File: src/rtl/ufc_pkg.sv
package ufc_pkg;
   localparam int CTL_W = 8;
   localparam int B_EN    = 0;
   localparam int B_RXCLR = 1;
   localparam int B_TXCLR = 2;
   localparam int B_DMA   = 3;
   localparam int B_TRIG  = 6;

   localparam logic [3:0] ID_NONE = 4'b0001;
   localparam logic [3:0] ID_LINE = 4'b0110;
   localparam logic [3:0] ID_DATA = 4'b0100;

   typedef struct packed {
      logic       en;
      logic       dma;
      logic [1:0] trig;
   } ufc_cfg_t;
endpackage

File: src/rtl/ufc_fifo.sv
module ufc_fifo #(
   parameter int WIDTH = 8,
   parameter int DEPTH = 16,
   localparam int AW = (DEPTH > 1) ? $clog2(DEPTH) : 1,
   localparam int CW = $clog2(DEPTH + 1)
) (
   input  logic             clk,
   input  logic             rst_n,
   input  logic             clr,
   input  logic             push,
   input  logic             pop,
   input  logic [WIDTH-1:0] din,
   output logic [WIDTH-1:0] dout,
   output logic [CW-1:0]    count,
   output logic             full,
   output logic             empty,
   output logic             dropped
);
   logic [WIDTH-1:0] mem [DEPTH];
   logic [AW-1:0]    wr_ptr, rd_ptr, wr_nxt, rd_nxt;
   logic             do_push, do_pop;

   generate
      if (DEPTH < 2) begin : g_bad_depth
         $error("ufc_fifo: DEPTH must be at least 2");
      end
      if ((2 ** AW) == DEPTH) begin : g_pow2
         assign wr_nxt = wr_ptr + AW'(1);
         assign rd_nxt = rd_ptr + AW'(1);
      end else begin : g_mod
         assign wr_nxt = (wr_ptr == AW'(DEPTH - 1)) ? '0 : wr_ptr + AW'(1);
         assign rd_nxt = (rd_ptr == AW'(DEPTH - 1)) ? '0 : rd_ptr + AW'(1);
      end
   endgenerate

   assign full    = (count == CW'(DEPTH));
   assign empty   = (count == '0);
   assign do_pop  = pop & ~empty;
   assign do_push = push & (~full | do_pop);
   assign dropped = push & ~do_push & ~clr;
   assign dout    = mem[rd_ptr];

   always_ff @(posedge clk) begin
      if (do_push && !clr) mem[wr_ptr] <= din;
   end

   always_ff @(posedge clk or negedge rst_n) begin
      if (!rst_n) begin
         wr_ptr <= '0;
         rd_ptr <= '0;
         count  <= '0;
      end else if (clr) begin
         wr_ptr <= '0;
         rd_ptr <= '0;
         count  <= '0;
      end else begin
         if (do_push) wr_ptr <= wr_nxt;
         if (do_pop)  rd_ptr <= rd_nxt;
         case ({do_push, do_pop})
            2'b10:   count <= count + CW'(1);
            2'b01:   count <= count - CW'(1);
            default: ;
         endcase
      end
   end
endmodule

File: src/rtl/ufc_ctl_reg.sv
module ufc_ctl_reg
   import ufc_pkg::*;
(
   input  logic             clk,
   input  logic             rst_n,
   input  logic             wr,
   input  logic [CTL_W-1:0] wdata,
   output ufc_cfg_t         cfg,
   output logic             rx_clr,
   output logic             tx_clr
);
   ufc_cfg_t cfg_q;
   logic     en_flip, live;
   logic     unused_rsvd;

   assign unused_rsvd = ^wdata[5:4];
   assign live    = wr & wdata[B_EN];
   assign en_flip = wr & (wdata[B_EN] != cfg_q.en);
   assign rx_clr  = en_flip | (live & wdata[B_RXCLR]);
   assign tx_clr  = en_flip | (live & wdata[B_TXCLR]);

   always_ff @(posedge clk or negedge rst_n) begin
      if (!rst_n) begin
         cfg_q <= '0;
      end else begin
         if (wr) cfg_q.en <= wdata[B_EN];
         if (live) begin
            cfg_q.dma  <= wdata[B_DMA];
            cfg_q.trig <= wdata[B_TRIG+1:B_TRIG];
         end
      end
   end

   always_comb begin
      cfg     = cfg_q;
      cfg.dma = cfg_q.dma & cfg_q.en;
   end
endmodule

File: src/rtl/ufc_rx_irq.sv
module ufc_rx_irq
   import ufc_pkg::*;
#(
   parameter int CW     = 5,
   parameter int TRIG_A = 1,
   parameter int TRIG_B = 4,
   parameter int TRIG_C = 8,
   parameter int TRIG_D = 14
) (
   input  ufc_cfg_t      cfg,
   input  logic          rx_ie,
   input  logic          ls_ie,
   input  logic          line_err,
   input  logic          overrun,
   input  logic [CW-1:0] rx_count,
   output logic          rda_irq,
   output logic [3:0]    int_id,
   output logic          data_ready
);
   logic [CW-1:0] level;
   logic          ls_pend;

   always_comb begin
      unique case (cfg.trig)
         2'b00:   level = CW'(TRIG_A);
         2'b01:   level = CW'(TRIG_B);
         2'b10:   level = CW'(TRIG_C);
         default: level = CW'(TRIG_D);
      endcase
   end

   assign rda_irq    = cfg.en & rx_ie & (rx_count >= level);
   assign ls_pend    = ls_ie & (line_err | overrun);
   assign data_ready = (rx_count != '0);

   always_comb begin
      if (ls_pend)      int_id = ID_LINE;
      else if (rda_irq) int_id = ID_DATA;
      else              int_id = ID_NONE;
   end
endmodule

File: src/rtl/uart_fifo_ctl.sv
module uart_fifo_ctl
   import ufc_pkg::*;
#(
   parameter int DATA_W = 8,
   parameter int DEPTH  = 16,
   parameter int TRIG_A = 1,
   parameter int TRIG_B = 4,
   parameter int TRIG_C = 8,
   parameter int TRIG_D = 14,
   localparam int CNT_W = $clog2(DEPTH + 1)
) (
   input  logic              clk,
   input  logic              rst_n,
   input  logic              ctl_wr,
   input  logic [CTL_W-1:0]  ctl_wdata,
   input  logic              host_wr,
   input  logic [DATA_W-1:0] host_wdata,
   input  logic              host_rd,
   output logic [DATA_W-1:0] host_rdata,
   input  logic              rx_load,
   input  logic [DATA_W-1:0] rx_char,
   input  logic              tx_take,
   output logic [DATA_W-1:0] tx_char,
   input  logic              rx_ie,
   input  logic              ls_ie,
   input  logic              line_err,
   output logic              fifo_en,
   output logic              dma_mode,
   output logic [1:0]        trig_sel,
   output logic [CNT_W-1:0]  rx_count,
   output logic [CNT_W-1:0]  tx_count,
   output logic              data_ready,
   output logic              rda_irq,
   output logic [3:0]        int_id,
   output logic              overrun
);
   generate
      if (DATA_W < 1) begin : g_bad_width
         $error("uart_fifo_ctl: DATA_W must be positive");
      end
      if (!(TRIG_A >= 1 && TRIG_A < TRIG_B && TRIG_B < TRIG_C &&
            TRIG_C < TRIG_D && TRIG_D <= DEPTH)) begin : g_bad_trig
         $error("uart_fifo_ctl: thresholds must rise strictly and fit DEPTH");
      end
   endgenerate

   ufc_cfg_t cfg;
   logic     rx_clr, tx_clr, rx_drop, overrun_q;
   logic     unused_rx_full, unused_rx_empty;
   logic     unused_tx_full, unused_tx_empty, unused_tx_drop;

   ufc_ctl_reg u_ctl (
      .clk    (clk),
      .rst_n  (rst_n),
      .wr     (ctl_wr),
      .wdata  (ctl_wdata),
      .cfg    (cfg),
      .rx_clr (rx_clr),
      .tx_clr (tx_clr)
   );

   ufc_fifo #(.WIDTH(DATA_W), .DEPTH(DEPTH)) u_rx_fifo (
      .clk     (clk),
      .rst_n   (rst_n),
      .clr     (rx_clr),
      .push    (rx_load & cfg.en),
      .pop     (host_rd & cfg.en),
      .din     (rx_char),
      .dout    (host_rdata),
      .count   (rx_count),
      .full    (unused_rx_full),
      .empty   (unused_rx_empty),
      .dropped (rx_drop)
   );

   ufc_fifo #(.WIDTH(DATA_W), .DEPTH(DEPTH)) u_tx_fifo (
      .clk     (clk),
      .rst_n   (rst_n),
      .clr     (tx_clr),
      .push    (host_wr & cfg.en),
      .pop     (tx_take & cfg.en),
      .din     (host_wdata),
      .dout    (tx_char),
      .count   (tx_count),
      .full    (unused_tx_full),
      .empty   (unused_tx_empty),
      .dropped (unused_tx_drop)
   );

   always_ff @(posedge clk or negedge rst_n) begin
      if (!rst_n) overrun_q <= 1'b0;
      else        overrun_q <= rx_drop;
   end

   ufc_rx_irq #(
      .CW(CNT_W), .TRIG_A(TRIG_A), .TRIG_B(TRIG_B),
      .TRIG_C(TRIG_C), .TRIG_D(TRIG_D)
   ) u_irq (
      .cfg        (cfg),
      .rx_ie      (rx_ie),
      .ls_ie      (ls_ie),
      .line_err   (line_err),
      .overrun    (overrun_q),
      .rx_count   (rx_count),
      .rda_irq    (rda_irq),
      .int_id     (int_id),
      .data_ready (data_ready)
   );

   assign fifo_en  = cfg.en;
   assign dma_mode = cfg.dma;
   assign trig_sel = cfg.trig;
   assign overrun  = overrun_q;
endmodule

File: config.mk
export PLATFORM = sky130hd
export DESIGN_NAME = uart_fifo_ctl
export DESIGN_NICKNAME = d
export VERILOG_FILES = /design/src/rtl/ufc_pkg.sv /design/src/rtl/ufc_fifo.sv /design/src/rtl/ufc_ctl_reg.sv /design/src/rtl/ufc_rx_irq.sv /design/src/rtl/uart_fifo_ctl.sv
export SDC_FILE = /design/constraint.sdc
export NUM_CORES = 1
export LEC_CHECK = 0
export BUFFER_PORTS_ARGS = -buffer_cell sky130_fd_sc_hd__buf_2
export CELL_PAD_IN_SITES_DETAIL_PLACEMENT = 2
export CELL_PAD_IN_SITES_GLOBAL_PLACEMENT = 2
export CORE_MARGIN = 2
export CORE_UTILIZATION = 35
export CTS_BUF_LIST = sky130_fd_sc_hd__clkbuf_4 sky130_fd_sc_hd__clkbuf_8
export DETAILED_ROUTE_END_ITERATION = 6
export GPL_TIMING_DRIVEN = 0
export PLACE_DENSITY_LB_ADDON = 0.08
export SLEW_MARGIN = 0
export SYNTH_ARGS = -nofsm -noshare
export SYNTH_HDL_FRONTEND = slang
export SYNTH_HIERARCHICAL = 1
export SYNTH_SLANG_ARGS = --single-unit
File: constraint.sdc
create_clock -name clk -period 6.6 [get_ports clk]
set_input_delay 0.66 -clock clk [delete_from_list [all_inputs] [get_ports clk]]
set_output_delay 0.66 -clock clk [all_outputs]
set_load 0.02 [all_outputs]
[Yosys cells after proc, flatten, opt, wreduce, memory -nomap -nowiden]
Memory sizes are Yosys's and may differ from the RTL's.
Cells that the tools add are included.
Cells by class
  $add $sub $neg: 8
  magnitude comparators: 1
  equal/unequal tests: 9
  muxes and demuxes: 19
  bitwise operators: 29
  reductions and logical operators: 14
Operators by type and width (count)
  4-bit 2-to-1 mux: 9
  5-bit one-hot mux with 2 select lines: 2
  1-bit AND: 18
  4-bit by 1-bit adder with 4-bit output, second input constant: 4
  4-bit one-hot mux with 3 select lines: 1
  5-bit by 1-bit adder with 5-bit output, second input constant: 2
  5-bit == test, second input constant: 2
  5-bit logical NOT: 2
  5-bit 2-to-1 mux: 2
  5-bit by 1-bit subtractor with 5-bit output, second input constant: 2
  2-bit nonzero test: 4
  2-bit by 1-bit == test with 1-bit output, second input constant: 3
  2-bit == test, second input constant: 3
  1-bit NOT: 6
  3-bit nonzero test: 2
  5-bit by 4-bit greater-or-equal comparator with 1-bit output: 1
  1-bit bitwise OR: 5
  5-bit nonzero test: 1
  1-bit 2-to-1 mux: 4
  3-bit 2-to-1 mux: 1
  1-bit logical AND: 2
  1-bit logical NOT: 2
  2-bit logical NOT: 1
  1-bit != test: 1
Word-level totals
  register bits: 31
  bits in writable memories: 256
  memories: 2
Memories
  u_rx_fifo.mem: depth 16, width 8, read ports 1, clocked after Yosys merged registers in 0, wr ports 1, line ufc_fifo.sv:19  | logic [WIDTH-1:0] mem [DEPTH];
  u_tx_fifo.mem: depth 16, width 8, read ports 1, clocked after Yosys merged registers in 0, wr ports 1, line ufc_fifo.sv:19

[Logic depth before layout (Yosys ltp)]
  word-level depth: 8
  mapped depth: 11
  mapped depth without buffers: 10

[Cells and area by module]
The synthesis kept the hierarchy.
By module, submodules not included
  ufc_fifo: instances 2, cells an instance 298, area an instance 5781.8 µm²
  ufc_ctl_reg: instances 1, cells an instance 19, area an instance 214.0 µm²
  ufc_rx_irq: instances 1, cells an instance 24, area an instance 167.7 µm²
  uart_fifo_ctl: instances 1, cells an instance 5, area an instance 50.0 µm²

[Worst setup path before layout]
No wires, ideal clock.
  kind: input to register
  start: input rx_load
  end: memory u_rx_fifo.mem[3][0], enable pin
  setup time: 395 ps
  data arrival time: 2275 ps
  required time: 6205 ps
  slack: 3930 ps
  stages: 5
  buffers on the path: 1
  cell sequence: and2_1 > buf_2 > nor2b_1 > nand2_1 > nor4_1
On the way
  word-level cells in the longest chain between the ends: 5
Ends and longest elaborated chain
  start: declaration: line uart_fifo_ctl.sv:20  | input logic rx_load,
  1-bit AND: line uart_fifo_ctl.sv:66  | .push (rx_load & cfg.en),
  1-bit AND: line ufc_fifo.sv:39  | assign do_push = push & (~full | do_pop);
  1-bit logical AND: line ufc_fifo.sv:44  | if (do_push && !clr) mem[wr_ptr] <= din;
  1-bit 2-to-1 mux: line ufc_fifo.sv:44
  1-bit 2-to-1 mux (implied by the code): line ufc_fifo.sv:44
  end: declaration: line ufc_fifo.sv:19
No other way between the ends.

[Final worst setup path]
  start: register u_rx_fifo.rd_ptr[1]
  end: output host_rdata[1]
On the way
  word-level cells in the longest chain between the ends: 1
Ends and longest elaborated chain
  start: declaration: line ufc_fifo.sv:20  | logic [AW-1:0] wr_ptr, rd_ptr, wr_nxt, rd_nxt;
  start signal: assignment: line ufc_fifo.sv:58  | if (do_pop) rd_ptr <= rd_nxt;
  memory read 16 x 8 bit
  end: declaration: line uart_fifo_ctl.sv:19  | output logic [DATA_W-1:0] host_rdata,
No other way between the ends.

==> summary.json <==
{
  "outcome": {"value": "complete, no violations"},
  "arrival": {"value": 3.16, "unit": "ns"},
  "post-cts-setup-buffers": {"value": 0},
  "layout.filler_cells": {"value": 3201},
  "cts_tree": {"value": "yes"},
  "worst_hold_path_type": {"value": "input pin to asynchronous set/reset pin"},
  "worstSkewPairLatency": {"value": 0.56, "unit": "ns"},
  "antenna_cells": {"value": 0},
  "grt_start_max_net_pins": {"value": 32},
  "place_ws": {"value": 3.38, "unit": "ns"},
  "gr-usage-all-layers": {"value": 0.168},
  "coreArea": {"value": 33600, "unit": "sq um"},
  "nets": {"value": 821},
  "post_layout_nonfiller_instances": {"value": 1250},
  "maxClockFrequency": {"value": 262, "unit": "MHz"},
  "crit_family": {"value": "buffers and inverters"},
  "worst_slew_margin_rel": {"value": 0.287},
  "dieWidth": {"value": 189, "unit": "um"},
  "grt_pass1_wl": {"value": 45100, "unit": "um"},
  "wl": {"value": 28700, "unit": "um"},
  "pwr-share-clk": {"value": 0.341},
  "place_hpwl": {"value": 19900, "unit": "um"},
  "io_pins": {"value": 71},
  "fin_skew": {"value": 0.0231, "unit": "ns"},
  "finalCriticalPeriod": {"value": 3.82, "unit": "ns"},
  "netSwitchingPower": {"value": 0.00135, "unit": "W"},
  "share_of_cells_above_drive_strength_1": {"value": 0.343},
  "synthesis.instances": {"value": 639},
  "cts_num_sinks": {"value": 287},
  "ant_nets": {"value": 0},
  "rsz_0062_raised_after_global_routing": {"value": "false"},
  "drt-initial-drc-count": {"value": 342},
  "power_density": {"value": 342, "unit": "nW/um^2"},
  "timing.critical_path.buf_inv": {"value": 3},
  "post_synth_instance_area": {"value": 12000, "unit": "sq um"},
  "share_seq_of_total_power": {"value": 0.441},
  "clock_tree.root_cell": {"value": "clkbuf_8"},
  "gpl.final_weighted_congestion": {"value": 0.732},
  "clkSlewWorstSetupHoldPaths": {"value": 0.06, "unit": "ns"},
  "internal-power": {"value": 0.00343, "unit": "W"},
  "setup_viol": {"value": 0},
  "power.combinational.fraction": {"value": 0.217},
  "critPathMaxFanout": {"value": 10},
  "die_height": {"value": 189, "unit": "um"},
  "setup.reg_to_reg.worst_slack": {"value": 3.70, "unit": "ns"},
  "critical-path-slowest-cell": {"value": "clkbuf_1"},
  "worstPathRequired": {"value": 5.94, "unit": "ns"},
  "drtPass1Iterations": {"value": 4},
  "total_leakage_power": {"value": 4.72, "unit": "nW"},
  "routedWlPerCell": {"value": 22.9, "unit": "um"},
  "clockBufferDepth": {"value": 3},
  "hold_viol": {"value": 0},
  "worst_slew_pin_slew": {"value": 1.07, "unit": "ns"},
  "setup_tns_final": {"value": 0, "unit": "ns"},
  "peakVddDrop": {"value": 0.000143, "unit": "V"},
  "floorplan.die_area": {"value": 35700, "unit": "sq um"},
  "critical_path.endpoint_type": {"value": "primary output"},
  "finalCritPeriodShare": {"value": 0.579},
  "postSynthNetCount": {"value": 695},
  "cts_hold_buffers": {"value": 0},
  "worst_path_largest_cell_delay": {"value": 0.59, "unit": "ns"},
  "postSynthAreaPerCell": {"value": 18.7, "unit": "sq um"},
  "yosys_warnings": {"value": 6},
  "buffer_ports.inserted": {"value": 67},
  "cts.repair.resized": {"value": 0},
  "cts_made_buffers": {"value": 49},
  "drt-vias-per-instance": {"value": 5.06},
  "route.vias.total": {"value": 6331},
  "setup_slack": {"value": 2.78, "unit": "ns"},
  "crit_chain": {"value": "clkbuf_1, clkbuf_1, mux4_2, mux4_2, buf_2"},
  "cts_htree_levels": {"value": 2},
  "num_rows": {"value": 67},
  "globalRouteOverflowTotal": {"value": 0},
  "final_max_slew_viol_count": {"value": 0},
  "starting_density_of_the_core": {"value": 0.356},
  "antenna_found_initial": {"value": 0},
  "max_cap_violations": {"value": 0},
  "crit_type": {"value": "flip-flop to primary output"},
  "switching_share_of_power": {"value": 0.282},
  "drc_errors": {"value": 0},
  "area_growth": {"value": 16.7, "unit": "%"},
  "crit_path_start_kind": {"value": "flip-flop"},
  "grt_pass1_vias": {"value": 7332},
  "dpl.cell_count": {"value": 1162}
}
-- path summary, 6_finish.rpt --
kind,from,end,depth (start not counted)
min in group clk,ctl_wdata[3],u_ctl/cfg_q[2],2
min reg2reg,u_ctl/cfg_q[2],u_ctl/cfg_q[2],1
max in group asynchronous,rst_n,u_ctl/cfg[3],1
max,u_rx_fifo/rd_ptr[1],host_rdata[1],5
min,rst_n,u_rx_fifo/count[3],1
max reg2reg,u_ctl/cfg[3],u_tx_fifo/count[4],11
-- per-stage QoR --
step                utilization  hold slack, ns  total power, W  instance area, sq um
finish                    0.416           0.186         0.00478                 14000
global route              0.416           0.230         0.00504                 14000
CTS                       0.416           0.178         0.00488                 14000
detailed placement        0.386           0.492         0.00321                 13000
global placement          0.383           0.490         0.00317                 12900
floorplan                     -           0.364         0.00287                 12000
-- power groups by stage --
stage | combinational [W] | sequential, W | clock, W
final | 0.00104 | 0.00211 | 0.00163
after global routing | 0.00115 | 0.00212 | 0.00177
after CTS | 0.00107 | 0.00211 | 0.00170
after detailed placement | 0.00106 | 0.00215 | 0
after global placement | 0.00102 | 0.00214 | 0
after floorplan | 0.000708 | 0.00216 | 0
-- routing by layer --
layer | vias up | part of all wire | global-route usage
met4 | 0 | 0.018 | 0.0460
met2 | 171 | 0.49 | 0.276
met3 | 45 | 0.062 | 0.0360
met1 | 3326 | 0.43 | 0.228
met5 | - | 0 | 0
li1 | 2789 | - | -
-- state kept, by name (all words and copies together) (netlist names), 4 cells and up --
signal	flops
u_tx_fifo/wr_ptr	4
u_rx_fifo/count	5
u_rx_fifo/mem	128
u_tx_fifo/count	5
u_tx_fifo/mem	128
u_rx_fifo/wr_ptr	4
u_rx_fifo/rd_ptr	4
u_tx_fifo/rd_ptr	4
-- worst reg2reg max path, delay by kind of cell (launching register included) --
kind / cells / cell delay, ns
AO/OA/AOI/OAI: 4 / 0.87
adder cells (fa/ha/maj): 1 / 0.42
flip-flops: 1 / 0.43
buffers and inverters: 2 / 0.28
AND/OR/NAND/NOR: 4 / 0.84
-- final cells by class --
type                       instances  area (sq um)  area share
clock inverter                    19           164      0.0117
buffer                            37           200      0.0143
sequential                       287          8460       0.606
inverter                          19          71.3     0.00510
multi-input combinational        296          3290       0.235
clock buffer                      69           831      0.0595
timing repair buffer              75           395      0.0283
tap                              448           561      0.0401
-- cells in the final DEF (no fill, tap or decap), types with 9 or more instances in the layout --
master,instances
dfrtp_1,31
nand3_1,9
edfxtp_1,256
inv_1,19
mux4_2,80
xnor2_1,10
clkbuf_4,19
ha_1,20
clkbuf_1,18
a21oi_1,10
buf_4,13
nand2_1,22
buf_2,77
clkbuf_8,50
nor2_1,53
No activity file was read; power rests on OpenSTA's default activity.
